File: src/rtl/lhd_pkg.sv
package lhd_pkg;
  // bit positions inside a 4-bit attribute field
  localparam int FLD_RD_BIT = 0;
  localparam int FLD_WR_BIT = 1;
  localparam int FLD_W      = 4;

  typedef struct packed {
    logic valid;
    logic dram;
    logic bus;
  } steer_t;
endpackage

File: src/rtl/lhd_attr_bank.sv
module lhd_attr_bank #(
  parameter int          NUM_BYTES = 7,
  parameter int          OFF_W     = 8,
  parameter int unsigned BASE_OFF  = 32'h59
) (
  input  logic                   clk,
  input  logic                   rst,
  input  logic                   cfg_wr,
  input  logic                   cfg_rd,
  input  logic [OFF_W-1:0]       cfg_off,
  input  logic [7:0]             cfg_wdata,
  output logic [7:0]             cfg_rdata,
  output logic [NUM_BYTES*8-1:0] attr_flat
);
  logic [7:0] attr_q [NUM_BYTES];
  logic [7:0] rd_mux;

  genvar g;
  generate
    for (g = 0; g < NUM_BYTES; g++) begin : g_byte
      localparam logic [OFF_W-1:0] MY_OFF = OFF_W'(BASE_OFF + g);
      always_ff @(posedge clk) begin
        if (rst)
          attr_q[g] <= 8'h00;
        else if (cfg_wr && (cfg_off == MY_OFF))
          attr_q[g] <= cfg_wdata;
      end
      assign attr_flat[g*8 +: 8] = attr_q[g];
    end
  endgenerate

  always_comb begin
    rd_mux = 8'h00;
    for (int k = 0; k < NUM_BYTES; k++) begin
      if (cfg_off == OFF_W'(BASE_OFF + k))
        rd_mux = attr_q[k];
    end
  end

  always_ff @(posedge clk) begin
    if (rst)
      cfg_rdata <= 8'h00;
    else if (cfg_rd)
      cfg_rdata <= rd_mux;
  end
endmodule

File: src/rtl/lhd_region_lookup.sv
module lhd_region_lookup #(
  parameter int                ADDR_W    = 32,
  parameter int                NUM_REG   = 14,
  parameter longint unsigned   HOLE_LO   = 64'h000C_0000,
  parameter longint unsigned   TOP_BASE  = 64'h000F_0000,
  parameter longint unsigned   HOLE_HI   = 64'h000F_FFFF,
  parameter int                WIN_SHIFT = 14
) (
  input  logic [ADDR_W-1:0]  addr,
  output logic [NUM_REG-1:0] hit
);
  localparam longint unsigned WIN_SIZE = 64'd1 << WIN_SHIFT;

  // index 0 is reserved and never matches
  assign hit[0] = 1'b0;

  genvar g;
  generate
    for (g = 1; g < NUM_REG; g++) begin : g_win
      if (g == 1) begin : g_top
        assign hit[g] = (addr >= ADDR_W'(TOP_BASE)) && (addr <= ADDR_W'(HOLE_HI));
      end else begin : g_small
        localparam longint unsigned LO = HOLE_LO + longint'(g - 2) * WIN_SIZE;
        localparam longint unsigned HI = LO + WIN_SIZE - 64'd1;
        assign hit[g] = (addr >= ADDR_W'(LO)) && (addr <= ADDR_W'(HI));
      end
    end
  endgenerate
endmodule

File: src/rtl/lhd_steer.sv
module lhd_steer
  import lhd_pkg::*;
#(
  parameter int NUM_BYTES = 7,
  localparam int NUM_REG  = 2 * NUM_BYTES
) (
  input  logic [NUM_BYTES*8-1:0] attr_flat,
  input  logic [NUM_REG-1:0]     hit,
  input  logic                   valid,
  input  logic                   is_write,
  output steer_t                 dec
);
  logic [NUM_REG-1:0]   rd_en;
  logic [NUM_REG-1:0]   wr_en;
  logic [NUM_REG*2-1:0] unused_spare;
  logic                 in_hole;
  logic                 allow;

  genvar g;
  generate
    for (g = 0; g < NUM_REG; g++) begin : g_fld
      localparam int LSB = (g / 2) * 8 + (g % 2) * FLD_W;
      assign rd_en[g]            = attr_flat[LSB + FLD_RD_BIT];
      assign wr_en[g]            = attr_flat[LSB + FLD_WR_BIT];
      assign unused_spare[g*2 +: 2] = attr_flat[LSB + 2 +: 2];
    end
  endgenerate

  assign in_hole = |hit;
  assign allow   = |(hit & (is_write ? wr_en : rd_en));

  always_comb begin
    dec.valid = valid;
    dec.dram  = valid && (!in_hole || allow);
    dec.bus   = valid && in_hole && !allow;
  end
endmodule

File: src/rtl/legacy_hole_decoder.sv
module legacy_hole_decoder
  import lhd_pkg::*;
#(
  parameter int ADDR_W    = 32,
  parameter int NUM_BYTES = 7,
  parameter int WIN_SHIFT = 14
) (
  input  logic              clk,
  input  logic              rst,
  input  logic              cfg_wr,
  input  logic              cfg_rd,
  input  logic [7:0]        cfg_off,
  input  logic [7:0]        cfg_wdata,
  output logic [7:0]        cfg_rdata,
  input  logic              mem_valid,
  input  logic              mem_write,
  input  logic [ADDR_W-1:0] mem_addr,
  output logic              acc_valid,
  output logic              dram_sel,
  output logic              bus_fwd
);
  localparam int NUM_REG = 2 * NUM_BYTES;

  logic [NUM_BYTES*8-1:0] attr_flat;
  logic [NUM_REG-1:0]     hit;
  steer_t                 dec;

  lhd_attr_bank #(.NUM_BYTES(NUM_BYTES), .OFF_W(8), .BASE_OFF(32'h59)) u_bank (
    .clk(clk), .rst(rst), .cfg_wr(cfg_wr), .cfg_rd(cfg_rd),
    .cfg_off(cfg_off), .cfg_wdata(cfg_wdata), .cfg_rdata(cfg_rdata),
    .attr_flat(attr_flat)
  );

  lhd_region_lookup #(.ADDR_W(ADDR_W), .NUM_REG(NUM_REG), .WIN_SHIFT(WIN_SHIFT)) u_look (
    .addr(mem_addr), .hit(hit)
  );

  lhd_steer #(.NUM_BYTES(NUM_BYTES)) u_steer (
    .attr_flat(attr_flat), .hit(hit), .valid(mem_valid),
    .is_write(mem_write), .dec(dec)
  );

  always_ff @(posedge clk) begin
    if (rst) begin
      acc_valid <= 1'b0;
      dram_sel  <= 1'b0;
      bus_fwd   <= 1'b0;
    end else begin
      acc_valid <= dec.valid;
      dram_sel  <= dec.dram;
      bus_fwd   <= dec.bus;
    end
  end
endmodule

File: config.mk
export PLATFORM = sky130hd
export DESIGN_NAME = legacy_hole_decoder
export DESIGN_NICKNAME = d
export VERILOG_FILES = /design/src/rtl/lhd_pkg.sv /design/src/rtl/lhd_attr_bank.sv /design/src/rtl/lhd_region_lookup.sv /design/src/rtl/lhd_steer.sv /design/src/rtl/legacy_hole_decoder.sv
export SDC_FILE = /design/constraint.sdc
export NUM_CORES = 1
export LEC_CHECK = 0
export ABC_AREA = 1
export BUFFER_PORTS_ARGS = -buffer_cell sky130_fd_sc_hd__clkbuf_2
export CAP_MARGIN = 20
export CORE_UTILIZATION = 51
export DETAILED_ROUTE_END_ITERATION = 12
export PLACE_DENSITY = 0.76
export SYNTH_ARGS = -nofsm -noshare
export SYNTH_HDL_FRONTEND = slang
export SYNTH_HIERARCHICAL = 1
export SYNTH_SLANG_ARGS = --single-unit
File: constraint.sdc
create_clock -name clk -period 1.9 [get_ports clk]
set_clock_uncertainty 0.2 [all_clocks]
set_input_delay 0.285 -clock clk [delete_from_list [all_inputs] [get_ports clk]]
set_output_delay 0.285 -clock clk [all_outputs]
set_load 0.02 [all_outputs]
==> impl_metrics.py <==
metrics = {
    "grt": {
        "busiest_layer": "met2",
        "grt_util_met3": 0.0387,
        "overflow": 0,
        "antenna_found_initial": 0,
        "met1_usage": 0.263,
        "grtUsageMet2": 0.402,
        "grt_start_max_net_pins": 22,
        "grt_usage": 0.228,
        "grt_pass1_vias": 3347,
        "grt_pass1_wl_um": 14700,
    },
    "placed_design": {
        "dp_hpwl_um": 6850,
        "portBuffers": 50,
        "place.gp.congestion": 0.875,
        "pre_cts_slack_ns": -0.248,
    },
    "die": {
        "dieHeight_um": 90.9,
        "fp-row-count": 32,
        "dieArea_um2": 8270,
        "die_x_um": 90.9,
        "io_pins": 65,
        "coreArea_um2": 7690,
        "start_util": 0.525,
    },
    "worst_setup_path": {
        "rrSetupSlack_ns": 0.41,
        "r2r-end": "bus_fwd",
        "cp_cell_sequence": "clkbuf_2 -> nor2_2 -> nand2_2 -> nor2_4 -> buf_12 -> nand2_4 -> nor2_2 -> nand3_1 -> inv_1 -> nor2_1 -> nand2_1 -> nor2_1 -> a21oi_1 -> nand2_1 -> nor3_2 -> inv_1 -> nor2_1",
        "reg2reg_depth": 8,
        "path_buf_inv": 4,
        "critPathMaxFanout": 7,
        "cpMostUsedCell": "nor2_1",
        "r2r_start": "u_bank/attr_q[3][0]",
        "crit_type": "in -> reg",
        "crit_path_max_incr_delay_ns": 0.22,
        "worstPathArrival_ns": 1.98,
        "cp_slowest_cell": "nor2_4",
        "cp-end-kind": "register",
        "worstPathRequired_ns": 1.99,
        "start_kind": "input port",
        "cp.depth": 17,
        "crit_family": "simple AND/OR/NAND/NOR gates",
    },
    "clock_tree": {
        "htree_levels": 3,
        "clk_latency_ns": 0.34,
        "clkSlewWorstSetupHoldPaths_ns": 0.08,
        "cts_tree": "done",
        "clock_sinks": 67,
        "postCtsSetupRepairBufs": 0,
        "clockBufferDepth": 2,
        "root_buffer": "clkbuf_8",
        "numCtsBuffers": 9,
    },
    "power_and_ir_drop": {
        "p_comb_frac": 0.105,
        "swShare": 0.244,
        "leakagePower_nw": 2.30,
        "p_clk_frac": 0.355,
        "p_switching_mw": 0.761,
        "p_per_area_nw_per_um2": 637,
        "ir_drop_mv": 0.550,
        "internal_power_mw": 2.35,
        "p_total_mw": 3.11,
        "power_frac_seq": 0.540,
    },
    "status": {
        "status": "complete, no violations",
    },
    "detailed_routing": {
        "route.vias.total": 3590,
        "vias_per_cell": 5.14,
        "first_pass_iters": 5,
        "drt_iter0_drc": 206,
        "post_drt_wl_per_cell_um": 13.1,
        "wl_um": 9150,
        "drc": 0,
        "detail-route-antenna-nets": 0,
    },
    "synth": {
        "synth_common_cells": "nor2_1 (120), nand2_1 (101), inv_1 (68), edfxtp_1 (56), nand3_1 (54)",
        "yosysSeqAreaShare": 0.472,
        "netlist.area_leader.share": 0.417,
        "syn_avg_cell_area_um2": 7.86,
        "synth_fp_nets": 567,
        "syn_area_um2": 4030,
        "ys_ff_latch": 67,
        "synth_area_leaders": "edfxtp_1 (42%), nor2_1 (11%), nand2_1 (9.4%), nand3_1 (6.7%), inv_1 (6.3%)",
        "yosysMostFrequentCell": "nor2_1",
        "synth_edf_count": 56,
        "async_reset_ff_frac": 0,
        "synth_cells": 513,
        "synthDistinctLibCells": 33,
        "synthFlopType": "edfxtp_1",
        "yosysTopAreaCell": "edfxtp_1",
        "synth_warnings": 6,
    },
    "timing": {
        "max_freq_mhz": 530,
        "slew_viol_final": 0,
        "layout_setup_ws_ns": 0.0142,
        "hold_viol": 0,
        "setup_viol": 0,
        "timing.final.crit_share": 0.993,
        "rsz0062_at_grt": "yes",
        "fin_setup_tns_ns": 0,
        "period_needed_ns": 1.89,
    },
    "min_path": {
        "holdPathEnd": "u_bank/cfg_rdata[5]",
        "min-delay-start": "rst",
        "hold_class": "in -> reg",
        "hold_path_depth": 3,
    },
    "finish": {
        "syn2layout_area_growth_pct": 21.2,
        "antenna_cells": 0,
        "fin_nets": 645,
        "layout-drive-gt1-share": 0.294,
        "fillers": 638,
    },
    "flow_run": {
        "maxCapViolCount": 0,
    },
}
[power by group through the flow]
stage               combinational [mW]  sequential (mW)  clock (mW)
finish                           0.327             1.68        1.10
global route                     0.361             1.69        1.19
CTS                              0.308             1.68        1.13
detailed placement               0.305             1.71           0
global placement                 0.295             1.71           0
floorplan                        0.185             1.71           0
[kinds of logic after synthesis]
logic type,synth area share
AND/OR/NAND/NOR,0.376
buffers and inverters,0.108
flip-flops,0.472
AO/OA/AOI/OAI,0.0437
other,0.000930
[cell usage in the layout, fill, tap and decap left out, types with 3 or more instances in the layout]
| cell | n |
|---|---|
| nor2_1 | 107 |
| nand2_1 | 95 |
| inv_1 | 64 |
| edfxtp_1 | 56 |
| nand3_1 | 51 |
| clkbuf_2 | 46 |
| buf_4 | 27 |
| inv_2 | 15 |
| nor2_2 | 15 |
| nor2_4 | 13 |
| dfxtp_1 | 11 |
| o21ai_1 | 11 |
| clkbuf_8 | 10 |
| nand2_2 | 8 |
| nand4_1 | 8 |
| nand2_4 | 6 |
| nand3_2 | 6 |
| o2111ai_1 | 6 |
| nor3_2 | 5 |
| a21oi_2 | 5 |
| clkinv_2 | 4 |
| buf_6 | 3 |
| o21ai_0 | 3 |
| or2_1 | 3 |
[state kept, by name, summed over array words and instances (netlist names)]
name / cells
bus_fwd: 1
dram_sel: 1
u_bank/attr_q: 56
acc_valid: 1
u_bank/cfg_rdata: 8
[per-stage QoR]
stage / hold WS (ns) / utilization / instances / area (um^2)
6_report: 0.129 / 0.636 / 698 / 4890
5_1_grt: 0.145 / 0.636 / 698 / 4890
4_1_cts: 0.114 / 0.614 / 697 / 4720
3_5_place_dp: 0.260 / 0.588 / 680 / 4520
3_3_place_gp: 0.258 / 0.588 / 680 / 4520
2_1_floorplan: 0.156 / - / 513 / 4030
[cell type report]
type                       instances  area (um^2)  area share
clock buffer                      12          166      0.0341
clock inverter                     4         21.3     0.00435
inverter                          81          308      0.0630
multi-input combinational        351         1810       0.369
timing repair buffer              81          557       0.114
tap                              102          128      0.0261
sequential                        67         1900       0.389
[worst max path at each step]
| stage | slack (ns) | end | from |
|---|---|---|---|
| after detailed placement | -0.25 | dram_sel | mem_addr[31] |
| after CTS | 0.12 | dram_sel | mem_addr[31] |
| after global routing | -0.10 | bus_fwd | mem_addr[29] |
| after global placement | -0.20 | dram_sel | mem_addr[31] |
| final | 0.01 | bus_fwd | mem_addr[29] |
| after floorplan | 0.01 | u_bank/attr_q[4][0] | cfg_off[1] |
[per-layer routing]
layer / wire length, um / vias up
met5: 0 / -
met1: 3660 / 1646
met3: 500 / 26
met4: 275 / 0
li1: - / 1799
met2: 4720 / 119
[worst register-to-register path: stages, from the launching register on]
cell and delay (ns):
edfxtp_1 0.39, or2_1 0.24, nand3_2 0.06, nand2_1 0.07, nor2_1 0.10, nand2_1 0.09, nor3_2 0.17, inv_1 0.05
nor2_1 0.09
[what timing repair did]
action / 4_1_cts / 5_1_grt
hold endpoints to repair: 1 / 0
endpoints found under the setup margin: 0 / 2
hold buffers: 1 / 0
gates resized for setup: 0 / 45
No activity file was read; power rests on OpenSTA's default activity.
